## src/rtl/i2c_rcv_pkg.sv

```systemverilog
package i2c_rcv_pkg;

  typedef enum logic [2:0] {
    ST_IDLE     = 3'd0,
    ST_KILL     = 3'd1,
    ST_SCL_UP   = 3'd2,
    ST_SDA_UP   = 3'd3,
    ST_SDA_LOW  = 3'd4,
    ST_SDA_REL  = 3'd5,
    ST_FIN      = 3'd6
  } rcv_state_e;

  typedef enum logic [1:0] {
    CZ_NONE     = 2'd0,
    CZ_NOT_IDLE = 2'd1,
    CZ_RD_TMO   = 2'd2,
    CZ_WR_TMO   = 2'd3
  } rcv_cause_e;

  // write timeout outranks read timeout, which outranks non-idle start
  function automatic rcv_cause_e pick_cause(input logic wr, input logic rd,
                                            input logic busy_start);
    if (wr)              return CZ_WR_TMO;
    else if (rd)         return CZ_RD_TMO;
    else if (busy_start) return CZ_NOT_IDLE;
    else                 return CZ_NONE;
  endfunction

  function automatic int max4(input int a, input int b, input int c, input int d);
    int m;
    m = a;
    if (b > m) m = b;
    if (c > m) m = c;
    if (d > m) m = d;
    return m;
  endfunction

  function automatic int width_for(input int n);
    return (n > 1) ? $clog2(n) : 1;
  endfunction

endpackage

```

## src/rtl/rcv_trigger.sv

```systemverilog
module rcv_trigger
  import i2c_rcv_pkg::*;
(
  input  logic       armed,
  input  logic       start_req,
  input  logic       eng_busy,
  input  logic       status_pend,
  input  logic       scl_in,
  input  logic       sda_in,
  input  logic       rd_tmo,
  input  logic       wr_tmo,
  output logic       fire,
  output rcv_cause_e cause_nxt,
  output logic       start_go
);
  logic not_idle;
  logic busy_start;

  always_comb begin
    not_idle   = eng_busy | status_pend | ~scl_in | ~sda_in;
    busy_start = start_req & not_idle;
    fire       = armed & (busy_start | rd_tmo | wr_tmo);
    cause_nxt  = pick_cause(wr_tmo, rd_tmo, busy_start);
    start_go   = armed & start_req & ~not_idle & ~rd_tmo & ~wr_tmo;
  end
endmodule

```

## src/rtl/rcv_dwell_timer.sv

```systemverilog
module rcv_dwell_timer
  import i2c_rcv_pkg::*;
#(
  parameter int CLK_PER_US = 48,
  parameter int US_W       = 10
) (
  input  logic            clk,
  input  logic            rst_n,
  input  logic            clr,
  input  logic [US_W-1:0] target_us,
  output logic            expire
);
  localparam int PRE_W = width_for(CLK_PER_US);
  localparam logic [PRE_W-1:0] PRE_MAX = PRE_W'(CLK_PER_US - 1);

  logic [PRE_W-1:0] pre;
  logic [US_W-1:0]  us_cnt;
  logic             us_tick;

  assign us_tick = (pre == PRE_MAX);
  assign expire  = us_tick && (us_cnt == target_us - US_W'(1));

  always_ff @(posedge clk) begin
    if (!rst_n || clr) begin
      pre    <= '0;
      us_cnt <= '0;
    end else if (us_tick) begin
      pre    <= '0;
      us_cnt <= us_cnt + US_W'(1);
    end else begin
      pre    <= pre + PRE_W'(1);
    end
  end

  AST_PRE_IN_RANGE: assert property (@(posedge clk) disable iff (!rst_n)
    pre <= PRE_MAX);
endmodule

```

## src/rtl/i2c_bus_recover.sv

```systemverilog
module i2c_bus_recover
  import i2c_rcv_pkg::*;
#(
  parameter int CLK_PER_US = 48,
  parameter int T_SCL_US   = 16,
  parameter int T_SDA_US   = 500,
  parameter int T_START_US = 1000,
  parameter int T_STOP_US  = 500
) (
  input  logic       clk,
  input  logic       rst_n,
  input  logic       start_req,
  input  logic       eng_busy,
  input  logic       status_pend,
  input  logic       scl_in,
  input  logic       sda_in,
  input  logic       rd_tmo,
  input  logic       wr_tmo,
  output logic       start_go,
  output logic       busy,
  output logic       pin_sel,
  output logic       scl_drv,
  output logic       sda_drv,
  output logic       sda_val,
  output logic       eng_en,
  output logic       eng_kill,
  output logic       eng_rst,
  output logic       status_clr,
  output logic       done,
  output logic [1:0] cause
);
  localparam int MAX_US = max4(T_SCL_US, T_SDA_US, T_START_US, T_STOP_US);
  localparam int US_W   = width_for(MAX_US + 1);

  rcv_state_e      state, state_nxt;
  rcv_cause_e      cause_q, cause_nxt;
  logic            fire, in_dwell, expire, tmr_clr;
  logic [US_W-1:0] target_us;

  rcv_trigger u_trig (
    .armed      (state == ST_IDLE),
    .start_req  (start_req),
    .eng_busy   (eng_busy),
    .status_pend(status_pend),
    .scl_in     (scl_in),
    .sda_in     (sda_in),
    .rd_tmo     (rd_tmo),
    .wr_tmo     (wr_tmo),
    .fire       (fire),
    .cause_nxt  (cause_nxt),
    .start_go   (start_go)
  );

  assign in_dwell = (state == ST_SCL_UP) || (state == ST_SDA_UP) ||
                    (state == ST_SDA_LOW) || (state == ST_SDA_REL);
  assign tmr_clr  = !in_dwell || expire;

  always_comb begin
    case (state)
      ST_SCL_UP:  target_us = US_W'(T_SCL_US);
      ST_SDA_UP:  target_us = US_W'(T_SDA_US);
      ST_SDA_LOW: target_us = US_W'(T_START_US);
      default:    target_us = US_W'(T_STOP_US);
    endcase
  end

  rcv_dwell_timer #(.CLK_PER_US(CLK_PER_US), .US_W(US_W)) u_tmr (
    .clk      (clk),
    .rst_n    (rst_n),
    .clr      (tmr_clr),
    .target_us(target_us),
    .expire   (expire)
  );

  always_comb begin
    state_nxt = state;
    case (state)
      ST_IDLE:    if (fire)   state_nxt = ST_KILL;
      ST_KILL:                state_nxt = ST_SCL_UP;
      ST_SCL_UP:  if (expire) state_nxt = ST_SDA_UP;
      ST_SDA_UP:  if (expire) state_nxt = ST_SDA_LOW;
      ST_SDA_LOW: if (expire) state_nxt = ST_SDA_REL;
      ST_SDA_REL: if (expire) state_nxt = ST_FIN;
      default:                state_nxt = ST_IDLE;
    endcase
  end

  always_ff @(posedge clk) begin
    if (!rst_n) begin
      state   <= ST_IDLE;
      cause_q <= CZ_NONE;
    end else begin
      state <= state_nxt;
      if (fire) cause_q <= cause_nxt;
    end
  end

  always_comb begin
    busy       = (state != ST_IDLE);
    pin_sel    = in_dwell;
    scl_drv    = in_dwell;
    sda_drv    = (state == ST_SDA_UP) || (state == ST_SDA_LOW) || (state == ST_SDA_REL);
    sda_val    = (state == ST_SDA_UP) || (state == ST_SDA_REL);
    eng_en     = (state == ST_IDLE) || (state == ST_FIN);
    eng_kill   = (state == ST_KILL);
    eng_rst    = (state == ST_FIN);
    status_clr = (state == ST_FIN);
    done       = (state == ST_FIN);
    cause      = cause_q;
  end

  AST_KILL_BEGINS: assert property (@(posedge clk) disable iff (!rst_n)
    $rose(busy) |-> eng_kill);
  AST_KILL_ONE_CYCLE: assert property (@(posedge clk) disable iff (!rst_n)
    eng_kill |=> !eng_kill && busy);
  AST_ENGINE_OFF_ON_PINS: assert property (@(posedge clk) disable iff (!rst_n)
    pin_sel |-> !eng_en);
  AST_START_SCL_HIGH: assert property (@(posedge clk) disable iff (!rst_n)
    (sda_drv && !sda_val) |-> scl_drv);
  AST_STOP_AFTER_START: assert property (@(posedge clk) disable iff (!rst_n)
    ($past(sda_drv) && !$past(sda_val) && !(sda_drv && !sda_val)) |-> (sda_drv && sda_val));
  AST_REENABLE_AT_DONE: assert property (@(posedge clk) disable iff (!rst_n)
    $rose(eng_en) |-> done && eng_rst && status_clr);
  AST_DONE_PULSE: assert property (@(posedge clk) disable iff (!rst_n)
    done |=> !done && !busy);
  AST_CAUSE_HELD: assert property (@(posedge clk) disable iff (!rst_n)
    busy |=> $stable(cause));
  AST_NO_GO_WHILE_BUSY: assert property (@(posedge clk) disable iff (!rst_n)
    busy |-> !start_go);
endmodule

```

## config.mk

```make
export PLATFORM = sky130hd
export DESIGN_NAME = i2c_bus_recover
export DESIGN_NICKNAME = d
export VERILOG_FILES = /design/src/rtl/i2c_rcv_pkg.sv /design/src/rtl/rcv_trigger.sv /design/src/rtl/rcv_dwell_timer.sv /design/src/rtl/i2c_bus_recover.sv
export SDC_FILE = /design/constraint.sdc
export NUM_CORES = 1
export LEC_CHECK = 0
export BUFFER_PORTS_ARGS = -buffer_cell sky130_fd_sc_hd__buf_2
export CELL_PAD_IN_SITES_DETAIL_PLACEMENT = 1
export CELL_PAD_IN_SITES_GLOBAL_PLACEMENT = 2
export CORE_ASPECT_RATIO = 0.8
export CORE_MARGIN = 2
export CORE_UTILIZATION = 34
export DETAILED_ROUTE_END_ITERATION = 8
export PLACE_DENSITY = 0.81
export SYNTH_ARGS = -nofsm -noshare
export SYNTH_HDL_FRONTEND = slang
export SYNTH_SLANG_ARGS = --single-unit
```

## constraint.sdc

```tcl
create_clock -name clk -period 3.5 [get_ports clk]
set_input_delay 0.525 -clock clk [delete_from_list [all_inputs] [get_ports clk]]
set_output_delay 0.525 -clock clk [all_outputs]
set_load 0.005 [all_outputs]
```

# After elaboration in Yosys (flattened, before gate mapping)
# Cells that the tools add are included.
[op_classes]
n_addsub = 3
n_eq_ne = 13
mux = 10
bitwise_logic = 16
reduce_logical = 16
[ops]
columns = ["op", "count"]
rows = [
  ["10-bit case mux with 2 select lines", 1],
  ["3-bit case mux with 6 select lines", 1],
  ["3-bit 2-to-1 mux", 5],
  ["10-bit by 1-bit adder with 10-bit output (second input constant)", 1],
  ["10-bit equality test", 1],
  ["2-bit != test (second input constant)", 5],
  ["10-bit by 1-bit subtractor with 10-bit output (second input constant)", 1],
  ["3-bit equality test (second input constant)", 3],
  ["1-bit logical OR", 9],
  ["6-bit by 1-bit adder with 6-bit output (second input constant)", 1],
  ["1-bit bitwise AND", 6],
  ["3-bit by 2-bit equality test with 1-bit output (second input constant)", 2],
  ["6-bit equality test (second input constant)", 1],
  ["1-bit inverter", 5],
  ["1-bit OR", 5],
  ["5-bit AND reduction", 1],
  ["2-bit 2-to-1 mux", 2],
  ["3-bit by 1-bit equality test with 1-bit output (second input constant)", 1],
  ["3-bit zero test", 1],
  ["3-bit nonzero test", 1],
  ["1-bit zero test", 2],
  ["2-bit OR reduction", 1],
  ["1-bit logical AND", 1],
  ["1-bit 2-to-1 mux", 1],
]
[totals]
register_bits = 21
input_bits = 9
out_inout_bits = 13

# Longest topological paths before layout
[logic_depth]
depth_word = 9
ltp_mapped = 7

# Hierarchy
# Synthesis repeated with hierarchy kept, for this count alone.
[unflattened]
cells_unflattened = 172
hier_area_um2 = 1461.4
[modules_own_cells]
columns = ["mod", "n_inst", "cells_per_inst", "area_each_um2", "seq_area_each_um2"]
rows = [
  ["rcv_dwell_timer", 1, 125, 1038.5, 320.3],
  ["i2c_bus_recover", 1, 40, 367.9, 100.1],
  ["rcv_trigger", 1, 7, 55.1, 0.0],
]

# Worst setup path after synthesis
# OpenSTA, ideal clock, no wires.
[synth_timing]
path_kind = "register to output"
startpoint = "reg state[2]"
endpoint = "out start_go"
t_arrival_ps = 1390
t_required_ps = 2975
slack_ps = 1585
path_stages_with_launch = 6
path_buffers = 1
path_cell_list = "dfxtp_1 clkbuf_1 nor3_2 inv_1 or3_1 nor2_1"
[synth_via]
elab_chain_len = 5
[synth_rtl]
columns = ["item", "line_no", "rtl"]
rows = [
  ["start, declared", "i2c_bus_recover.sv:35", "rcv_state_e state, state_nxt;"],
  ["start signal, assigned", "i2c_bus_recover.sv:93", "state <= state_nxt;"],
  ["3-bit zero test", "i2c_bus_recover.sv:41", ".armed (state == ST_IDLE),"],
  ["1-bit bitwise AND (4 in a row)", "rcv_trigger.sv:24", "start_go = armed & start_req & ~not_idle & ~rd_tmo & ~wr_tmo;"],
  ["end, declared", "i2c_bus_recover.sv:19", "output logic start_go,"],
]
# No other way between the ends.

# Worst setup path in the final report
# Ends and elaborated chain as after synthesis.

==> implementation parameters <==
Parameter                              Value

Run status
  Outcome    completed

Clock network
  Quantity of hold-fixing buffers added after cts    0
  # clock sinks    21
  Clock-pin transition on the worst setup and hold timing paths    0.08 ns
  Clock buffers created by TritonCTS    3
  Cts repair resizes    0
  Worst-skew pair later-pin latency    0.26 ns
  CTS tree    built
  Maximum level of the CTS H-tree    1
  Maximum clock insertion buffer count    2
  Clock root cell    sky130_fd_sc_hd__clkbuf_8
  Number of setup buffers added after CTS    0

Drt
  Pre-Repair DR Iteration Count    4
  Drt first-iter violations    50
  Final routed wire length divided by cell count    14.2 microns
  Routed wire length    2910 microns
  Via density per instance    5.31
  Count of unresolved DRC violations after routing    0
  Routed Antenna Nets    0
  Detailed-route via count    1089

Placement
  Count of input and output buffers    21
  Placed wire-length estimate    2260 microns
  Global placer's final weighted congestion    0.764

Finish
  Final layout net count    175
  Area added between synthesis and finish    13.1%
  Count of antenna diodes in the layout    0
  Commonest cells after routing, fill and taps aside    sky130_fd_sc_hd__dfxtp_1 (21), sky130_fd_sc_hd__buf_2 (21), sky130_fd_sc_hd__nand2_1 (19)
  Fraction of layout instances using a drive strength above 1    21.5%
  Final design utilization    40.0%

Die
  Std cell rows    19
  Std-Cell Core Area    3400 sq um
  Die Wd    70.5 microns
  Starting density of the core    35.4%
  IO Pins    22
  Die extent in y    57.2 microns
  Total Die Area    4030 sq um

STA
  Final critical-path share of the clock period    67.0%
  Setup repair after global routing missed its margin    false
  Final setup violating endpoints    0
  Minimum hold slack    0.449 ns
  Clk_skew    0.00599 ns
  Slew margin rel.    63.2%
  Setup TNS    0 ns
  Final Hold Fails    0
  Crit path time final    2.34 ns
  Worst Tran Pin Value    0.550 ns
  Achievable Freq    427 MHz
  Final Max Tran Viols    0

Synthesis
  Number of synthesis warnings    0
  Total of flip-flops plus latches after synthesis    21
  Unique cell type count in the Yosys netlist    44
  Number of enable-type register cells in the synthesized netlist    0
  Gate count after technology mapping    146
  Most frequently used flop master after synthesis    sky130_fd_sc_hd__dfxtp_1
  Summed instance area of the synthesized netlist    1200 sq um
  Synthesized Nets    157
  Fraction of synthesis flops using an asynchronous set or reset pin    0%
  Synthesized area per cell    8.24 sq um
  Share of the yosys chip area belonging to registers    35.0%

Global routing
  Via count of the first global-routing pass    1133
  Largest net degree at the start of global routing    15
  Overflow left after global routing    0
  Overall Global Routing Usage    16.1%
  Initial antenna violation count    0
  Wire length of the first global-routing pass    5200 microns

Setup path
  Register-to-Register Setup Slack    1.36 ns
  Setup Crit Path Kind    reg -> out
  Slowest cell on crit path    sky130_fd_sc_hd__dfxtp_1
  Ordered list of cells on the worst path    nor3_2 > inv_1 > or3_1 > nor2_1 > buf_2
  Crit path arrival time    1.82 ns
  Worst setup EP type    primary output
  Highest net fanout along the worst path    13
  Critical Path Start Type    flop
  Worst stage delay on the critical path    0.49 ns
  Worst endpoint required time    2.97 ns

Pwr
  Sum of internal, switching and leakage power    487 uW
  Highest ir drop seen on vdd    0.208 mV
  Static Leak    0.000511 uW
  Total power divided by cell area    358 nW/um^2

Worst hold path
  Tightest Hold Check Type    reg -> reg

Job
  Count of max-cap constraint violations    0
==> synth_stat cells (2+ instances only) <==
master	number	share of area, %
sky130_fd_sc_hd__or3_1	4	2.1
sky130_fd_sc_hd__o211ai_1	3	1.9
sky130_fd_sc_hd__ha_1	2	2.1
sky130_fd_sc_hd__a21oi_1	4	1.7
sky130_fd_sc_hd__inv_1	3	0.94
sky130_fd_sc_hd__nor3_1	10	4.2
sky130_fd_sc_hd__nand4_1	2	1.0
sky130_fd_sc_hd__nor4_1	2	1.0
sky130_fd_sc_hd__xnor2_1	5	3.6
sky130_fd_sc_hd__nand2b_1	2	1.0
sky130_fd_sc_hd__dfxtp_1	21	35
sky130_fd_sc_hd__nand3_1	4	1.7
sky130_fd_sc_hd__o21ai_0	3	1.2
sky130_fd_sc_hd__a31oi_1	3	1.6
sky130_fd_sc_hd__clkbuf_1	4	1.2
sky130_fd_sc_hd__nand2_1	19	5.9
sky130_fd_sc_hd__xor2_1	2	1.5
sky130_fd_sc_hd__nor2b_1	2	1.0
sky130_fd_sc_hd__nor2_1	16	5.0
sky130_fd_sc_hd__mux2i_1	3	2.5
sky130_fd_sc_hd__nor3_2	2	1.7
sky130_fd_sc_hd__and3_1	4	2.1
sky130_fd_sc_hd__buf_4	4	2.5
sky130_fd_sc_hd__and2_1	2	1.0
==> final timing paths <==
kind,to,depth (start not counted),startpoint
worst max register to register,state[1]$_SDFFE_PN0P_,6,state[2]$_SDFFE_PN0P_
worst min-delay path,cause[0]$_SDFFE_PN0P_,2,cause[0]$_SDFFE_PN0P_
worst max-delay path,start_go,5,state[2]$_SDFFE_PN0P_
worst min register to register,cause[0]$_SDFFE_PN0P_,2,cause[0]$_SDFFE_PN0P_
==> report_power, final <==
group,total (uW),switching (uW),internal (uW)
clock,158,77.3,81.1
sequential,259,12.8,246
combinational,69.3,39.3,30.1
total,487,129,357
==> critical path: cells and delay by family, from the launching register on <==
kind	cells	cell delay, ns
buf+inv	2	0.21
flops	1	0.49
simple gates	3	0.85
==> metrics by stage <==
| stage | area, sq um | setup slack (ns) | instances |
|---|---|---|---|
| 2_1_floorplan | 1200 | 1.59 | 146 |
| 3_3_place_gp | 1320 | 1.48 | 201 |
| 3_5_place_dp | 1320 | 1.39 | 201 |
| 4_1_cts | 1360 | 1.16 | 205 |
| 5_1_grt | 1360 | 1.08 | 205 |
| 6_report | 1360 | 1.16 | 205 |
==> registers in the layout, indices dropped and copies added, names as in the netlist <==
register,flops
cause,2
state,3
u_tmr.pre,6
u_tmr.us_cnt,10
==> layout make-up <==
| cell class | instances | area, sq um |
|---|---|---|
| multi-input combinational | 113 | 722 |
| timing repair buffer | 21 | 105 |
| clock buffer | 4 | 45.0 |
| sequential | 21 | 420 |
| inverter | 4 | 15.0 |
| fill | 434 | 2040 |
| tap | 42 | 52.6 |
==> logic make-up (layout without fill, tap and decap cells) <==
kind of cell	count (synthesis)	after routing	share of synthesized area (%)
AO/OA/AOI/OAI	25	25	16.0
XOR/XNOR	8	8	6.45
adder cells (fa/ha/maj)	2	2	2.08
buffers and inverters	12	29	4.99
flip-flops	21	21	35.0
multiplexers	3	3	2.50
AND/OR/NAND/NOR	75	75	33.0
==> layer usage <==
metal | up-vias | track usage, % | wire, microns
met5 | - | 0 | 0
met4 | 0 | 2.20 | 6
met3 | 2 | 4.95 | 97
met2 | 10 | 28.0 | 1410
met1 | 523 | 20.2 | 1400
li1 | 554 | - | -
No activity file was read; power rests on OpenSTA's default activity.
